$ cat src/rtl/dlt_pkg.sv
package dlt_pkg;
    localparam int DATA_W   = 64;
    localparam int NUM_PAT  = 12;
    localparam int BASE_PAT = NUM_PAT / 2;
    localparam int IDX_W    = $clog2(NUM_PAT);
    localparam int SEL_W    = $clog2(BASE_PAT);
    localparam logic [DATA_W-1:0] FILLER_WORD = 64'h0123_4567_89AB_CDEF;

    typedef enum logic [2:0] {
        ST_IDLE,
        ST_WR_PAT,
        ST_WR_FILL,
        ST_RD_REQ,
        ST_RD_WAIT
    } seq_state_t;

    typedef struct packed {
        logic [DATA_W-1:0] expected;
        logic [DATA_W-1:0] actual;
    } cmp_pair_t;
endpackage

$ cat src/rtl/dlt_pattern_gen.sv
module dlt_pattern_gen
    import dlt_pkg::*;
(
    input  logic [IDX_W-1:0]  idx,
    output logic [DATA_W-1:0] pattern
);
    logic [DATA_W-1:0] base_tbl [BASE_PAT];
    logic [SEL_W-1:0]  sel;
    logic              inv;

    // Base pattern k: data bit b equals bit k of b's index.
    for (genvar k = 0; k < BASE_PAT; k++) begin : g_row
        for (genvar b = 0; b < DATA_W; b++) begin : g_bit
            assign base_tbl[k][b] = 1'((b >> k) & 1);
        end
    end

    always_comb begin
        inv = (idx >= IDX_W'(BASE_PAT));
        sel = inv ? SEL_W'(idx - IDX_W'(BASE_PAT)) : SEL_W'(idx);
        pattern = inv ? ~base_tbl[sel] : base_tbl[sel];
    end
endmodule

$ cat src/rtl/dlt_fsm.sv
module dlt_fsm
    import dlt_pkg::*;
#(
    parameter int ADDR_W = 16
) (
    input  logic              clk,
    input  logic              rst,
    input  logic              start,
    input  logic [ADDR_W-1:0] base_addr,
    input  logic              mem_rvalid,
    output logic              mem_req,
    output logic              mem_we,
    output logic [ADDR_W-1:0] mem_addr,
    output logic              sel_filler,
    output logic [IDX_W-1:0]  pat_idx,
    output logic [ADDR_W-1:0] tgt_addr,
    output logic              cmp_valid,
    output logic              clear,
    output logic              busy,
    output logic              done
);
    seq_state_t state;

    always_ff @(posedge clk) begin
        if (rst) begin
            state    <= ST_IDLE;
            pat_idx  <= '0;
            tgt_addr <= '0;
            done     <= 1'b0;
        end else begin
            done <= 1'b0;
            case (state)
                ST_IDLE: if (start) begin
                    tgt_addr <= base_addr;
                    pat_idx  <= '0;
                    state    <= ST_WR_PAT;
                end
                ST_WR_PAT:  state <= ST_WR_FILL;
                ST_WR_FILL: state <= ST_RD_REQ;
                ST_RD_REQ:  state <= ST_RD_WAIT;
                ST_RD_WAIT: if (mem_rvalid) begin
                    if (pat_idx == IDX_W'(NUM_PAT - 1)) begin
                        state <= ST_IDLE;
                        done  <= 1'b1;
                    end else begin
                        pat_idx <= pat_idx + 1'b1;
                        state   <= ST_WR_PAT;
                    end
                end
                default: state <= ST_IDLE;
            endcase
        end
    end

    always_comb begin
        mem_req    = (state == ST_WR_PAT) || (state == ST_WR_FILL) || (state == ST_RD_REQ);
        mem_we     = (state == ST_WR_PAT) || (state == ST_WR_FILL);
        sel_filler = (state == ST_WR_FILL);
        mem_addr   = sel_filler ? tgt_addr + 1'b1 : tgt_addr;
        cmp_valid  = (state == ST_RD_WAIT) && mem_rvalid;
        clear      = (state == ST_IDLE) && start;
        busy       = (state != ST_IDLE);
    end


    rd_after_fill_chk: assert property (@(posedge clk) disable iff (rst)
        (mem_req && !mem_we) |-> $past(mem_req && mem_we && (mem_addr == tgt_addr + 1'b1)));


    no_req_after_rd_chk: assert property (@(posedge clk) disable iff (rst)
        (mem_req && !mem_we) |=> !mem_req);


    done_idle_chk: assert property (@(posedge clk) disable iff (rst)
        done |-> (!busy && $past(mem_rvalid)));


    done_pulse_chk: assert property (@(posedge clk) disable iff (rst)
        done |=> !done);
endmodule

$ cat src/rtl/dlt_capture.sv
module dlt_capture
    import dlt_pkg::*;
#(
    parameter int ADDR_W = 16
) (
    input  logic              clk,
    input  logic              rst,
    input  logic              clear,
    input  logic              cmp_valid,
    input  cmp_pair_t         cmp,
    input  logic [ADDR_W-1:0] addr,
    output logic              fail,
    output logic [ADDR_W-1:0] fail_addr,
    output cmp_pair_t         fail_data
);
    logic mismatch;
    assign mismatch = cmp_valid && (cmp.actual != cmp.expected);

    always_ff @(posedge clk) begin
        if (rst || clear) begin
            fail      <= 1'b0;
            fail_addr <= '0;
            fail_data <= '0;
        end else if (mismatch && !fail) begin
            fail      <= 1'b1;
            fail_addr <= addr;
            fail_data <= cmp;
        end
    end


    fail_sticky_chk: assert property (@(posedge clk) disable iff (rst)
        (fail && !clear) |=> fail);


    capture_hold_chk: assert property (@(posedge clk) disable iff (rst)
        (fail && !clear) |=> ($stable(fail_data) && $stable(fail_addr)));
endmodule

$ cat src/rtl/dataline_tester.sv
module dataline_tester
    import dlt_pkg::*;
#(
    parameter int ADDR_W = 16
) (
    input  logic              clk,
    input  logic              rst,
    input  logic              start,
    input  logic [ADDR_W-1:0] base_addr,
    output logic              busy,
    output logic              done,
    output logic              fail,
    output logic [ADDR_W-1:0] fail_addr,
    output logic [63:0]       fail_expected,
    output logic [63:0]       fail_actual,
    output logic              mem_req,
    output logic              mem_we,
    output logic [ADDR_W-1:0] mem_addr,
    output logic [63:0]       mem_wdata,
    input  logic              mem_rvalid,
    input  logic [63:0]       mem_rdata
);
    logic [IDX_W-1:0]  pat_idx;
    logic [DATA_W-1:0] pattern;
    logic [ADDR_W-1:0] tgt_addr;
    logic              sel_filler, cmp_valid, clear;
    cmp_pair_t         cmp, fail_data;

    dlt_fsm #(.ADDR_W(ADDR_W)) u_fsm (
        .clk(clk), .rst(rst), .start(start), .base_addr(base_addr),
        .mem_rvalid(mem_rvalid), .mem_req(mem_req), .mem_we(mem_we),
        .mem_addr(mem_addr), .sel_filler(sel_filler), .pat_idx(pat_idx),
        .tgt_addr(tgt_addr), .cmp_valid(cmp_valid), .clear(clear),
        .busy(busy), .done(done)
    );

    dlt_pattern_gen u_pat (.idx(pat_idx), .pattern(pattern));

    assign mem_wdata    = sel_filler ? FILLER_WORD : pattern;
    assign cmp.expected = pattern;
    assign cmp.actual   = mem_rdata;

    dlt_capture #(.ADDR_W(ADDR_W)) u_cap (
        .clk(clk), .rst(rst), .clear(clear), .cmp_valid(cmp_valid),
        .cmp(cmp), .addr(tgt_addr), .fail(fail), .fail_addr(fail_addr),
        .fail_data(fail_data)
    );

    assign fail_expected = fail_data.expected;
    assign fail_actual   = fail_data.actual;
endmodule

$ cat config.mk
export PLATFORM = sky130hd
export DESIGN_NAME = dataline_tester
export DESIGN_NICKNAME = d
export VERILOG_FILES = /design/src/rtl/dlt_pkg.sv /design/src/rtl/dlt_pattern_gen.sv /design/src/rtl/dlt_fsm.sv /design/src/rtl/dlt_capture.sv /design/src/rtl/dataline_tester.sv
export SDC_FILE = /design/constraint.sdc
export NUM_CORES = 1
export LEC_CHECK = 0
export BUFFER_PORTS_ARGS = -buffer_cell sky130_fd_sc_hd__clkbuf_2
export CAP_MARGIN = 40
export CORE_AREA = 2 2 188 98
export DETAILED_ROUTE_END_ITERATION = 10
export DIE_AREA = 0 0 190 100
export PLACE_DENSITY = 0.85
export SLEW_MARGIN = 30
export SYNTH_ARGS = -nofsm -noshare
export SYNTH_HDL_FRONTEND = slang
export SYNTH_SLANG_ARGS = --single-unit
$ cat constraint.sdc
create_clock -name clk -period 7.9 [get_ports clk]
set_input_delay 0.79 -clock clk [delete_from_list [all_inputs] [get_ports clk]]
set_output_delay 0.79 -clock clk [all_outputs]
set_load 0.02 [all_outputs]
==> flow_metrics.py <==
metrics = {
    "timing": {
        "rsz0062_at_grt": "no",
        "max_freq_ghz": 0.1561,
        "skew_ns": 0.01162,
        "hold_violations": 0,
        "fin_ws_ns": 1.495,
        "min_period_over_period": 0.8108,
        "post-route-min-period_ns": 6.405,
        "worstMarginPinSlew_ns": 0.8737,
        "slew_viol_final": 0,
        "max_slew_margin": 0.4130,
        "fin_tns_setup_ns": 0,
        "setup_viol": 0,
        "hold_ws_ns": 0.4630,
    },
    "setup_path": {
        "r2r_slack_ns": 1.49,
        "worstPathRequired_ns": 8.18,
        "cp.arrival_ns": 6.68,
        "end_kind": "register",
        "r2r_start": "u_fsm.pat_idx[0]",
        "crit_type": "reg2reg",
        "r2r_end": "u_cap.fail_data[118]",
        "rr_worst_depth": 18,
        "crit_start": "u_fsm.pat_idx[0]",
        "cp-start-kind": "register",
        "cp_max_fo": 52,
    },
    "route": {
        "vias_per_cell": 6.376,
        "drt_iter0_drc": 1464,
        "vias": 10880,
        "drtAntennaViolNets": 0,
        "drc": 0,
        "wire_per_inst_um": 22.69,
        "drt-pass1-iter-count": 9,
        "routed_wl_um": 38700,
    },
    "synthesis": {
        "synth_simple_gate_area_frac": 0.2258,
        "synth_compound_gate_area_share": 0.2530,
        "synth-xor-area-share": 0.06472,
        "syn_avg_cell_area_um2": 7.768,
        "synth_area_leader_cell": "dfxtp_1",
        "syn-num-nets": 1303,
        "synth_edf_count": 0,
        "synth_top_area_share": 0.3623,
        "synthAdderAreaFrac": 0.02278,
        "yosysWarnings": 0,
        "synth_top_family_by_area": "compound AO/OA/AOI/OAI gates",
        "postSynthCellCount": 1202,
        "synth_ff_type": "dfxtp_1",
        "ys_seq_area_frac": 0.3623,
        "syn-cell-area_um2": 9338,
        "synth_area_leaders": "dfxtp_1, a21oi_1, nand3_1",
        "async_flop_share": 0,
        "ys_types": 79,
        "ys_ff_latch": 169,
        "synth_mux_area_frac": 0.009246,
    },
    "global_route": {
        "grt_max_degree": 80,
        "antenna_found_initial": 0,
        "grt_pass1_wl_um": 56630,
        "overflow": 0,
        "grt_usage": 0.3927,
        "grt_pass1_vias": 9362,
    },
    "floorplanning": {
        "die_width_um": 190,
        "ios": 313,
        "die_area_um2": 19000,
        "start_util": 0.5291,
        "fp.dieH_um": 100,
        "rows": 35,
        "coreArea_um2": 17650,
    },
    "place": {
        "place.gp.congestion": 1.043,
        "place_ws_ns": 1.429,
        "dp_hpwl_um": 28390,
        "dpl.cell_count": 1667,
        "portBuffers": 312,
    },
    "power_and_ir_drop": {
        "p_leak_nw": 4.957,
        "power_density_nw_per_um2": 173.2,
        "vdd_drop_max_v": 0.0001532,
    },
    "clock_network": {
        "cts_tree": "yes",
        "clkTransAtPathRegs_ns": 0.07,
        "cts_buffers": 17,
        "cts_hold_buffers": 0,
        "h-tree-depth": 4,
        "cts-root-buf": "clkbuf_16",
        "cts_resized": 0,
        "insertion_delay_ns": 0.44,
        "cts.sinks": 169,
        "ctsLongestPathBuffers": 2,
        "post_cts_buffers": 0,
    },
    "hold_path": {
        "min_to": "u_cap.fail_data[86]",
        "hp-class": "reg2reg",
        "min_delay_path_depth": 2,
        "hp-start": "u_cap.fail_data[86]",
    },
    "finish": {
        "utilization": 0.6631,
        "fill_cells": 1536,
        "syn2layout_area_growth_pct": 25.33,
        "drive_above_1_share": 0.2913,
        "layoutNonFillerInstCount": 1706,
        "diodes": 0,
        "nNetsFinal": 1554,
    },
    "outcome": {
        "outcome": "complete, no violations",
    },
    "flow_run": {
        "maxCapViolCount": 0,
    },
}
-- worst max path at each step --
stage / end / slack, ns / cells past startpoint
after floorplan: u_cap.fail_data[120] / 2.78 / 21
after global placement: u_cap.fail_data[116] / 1.18 / 17
after detailed placement: u_cap.fail_data[118] / 1.43 / 18
after CTS: u_cap.fail_data[118] / 1.37 / 18
after global routing: u_cap.fail_data[118] / 1.23 / 18
final: u_cap.fail_data[118] / 1.49 / 18
-- kinds of logic after synthesis --
logic type,count (synthesis)
AND/OR/NAND/NOR,413
multiplexers,8
flip-flops,169
AO/OA/AOI/OAI,391
adder cells (fa/ha/maj),17
buffers and inverters,135
XOR/XNOR,69
-- metal layers --
metal / up-vias / track usage / part of all wire
li1: 4814 / - / -
met2: 790 / 0.5595 / 0.41
met4: 0 / 0.09302 / 0.022
met3: 88 / 0.1325 / 0.15
met5: - / 0 / 0
met1: 5186 / 0.5675 / 0.42
-- placed cells by master, fill, tap and decap left out, drive strengths merged, types with 10 or more instances in the layout --
cell type and instances:
nand3 115, nor3 23, inv 20, buf 32
o22ai 10, nand2b 19, nor3b 10, nand2 103
clkbuf 336, a211oi 35, ha 17, a21oi 159
or2 10, dfxtp 169, o21ai 116, nor2 67
xnor2 49, xor2 20, o211a 13
-- report_power, final --
group / leakage (nW) / switching [mW] / internal, mW / total [mW]
clock: 0.283 / 0.387 / 0.486 / 0.873
sequential: 1.36 / 0.0166 / 0.863 / 0.880
combinational: 3.31 / 0.188 / 0.0853 / 0.273
-- worst max-delay path, cell delays in order, from the launching register on --
cell	delay, ns
dfxtp_2	0.69
clkinv_1	0.18
ha_1	0.39
a21oi_1	0.30
nor2_1	0.06
or2_2	0.37
inv_1	0.15
ha_1	0.24
nor3_1	0.08
a211oi_2	0.72
xor2_1	0.12
or4_1	0.56
nor4_1	0.38
nand4_1	0.24
or4_4	0.88
buf_12	0.30
buf_4	0.27
a21oi_1	0.21
a211oi_1	0.07
-- flip-flops by register name, indices dropped and copies added, names as in the netlist --
signal and count:
u_cap.fail 1, u_cap.fail_addr 16, u_cap.fail_data 128, u_fsm.state 3, u_fsm.tgt_addr 16, u_fsm.pat_idx 4
u_fsm.done 1
-- Yosys cell counts, drive strengths merged, types with 5 or more instances --
cell,count
nor2,67
xnor2,49
o221ai,6
a211oi,35
o21ai,116
ha,17
inv,18
nor2b,7
nor3b,10
a21oi,159
o22ai,10
clkbuf,65
xor2,20
o211a,13
nand2,103
dfxtp,169
or3b,5
mux2i,6
nor4,6
nand2b,19
or4,9
or2,10
and3,6
nor3,23
nand3,115
buf,51
nand4,9
-- final cells by class --
class | instances | area [µm²] | share of cell area
multi-input combinational | 898 | 5448 | 0.4655
sequential | 169 | 3385 | 0.2892
timing repair buffer | 348 | 1902 | 0.1625
clock buffer | 20 | 456.7 | 0.03902
tap | 240 | 300.3 | 0.02566
clock inverter | 12 | 140.1 | 0.01197
inverter | 19 | 71.32 | 0.006094
-- through the flow --
step | cell area [µm²] | power, mW
after CTS | 11650 | 2.014
after detailed placement | 11050 | 1.164
after global routing | 11700 | 2.077
after global placement | 10890 | 1.159
after floorplan | 9338 | 1.052
final | 11700 | 2.026
Power figures use the tool's default switching activity.
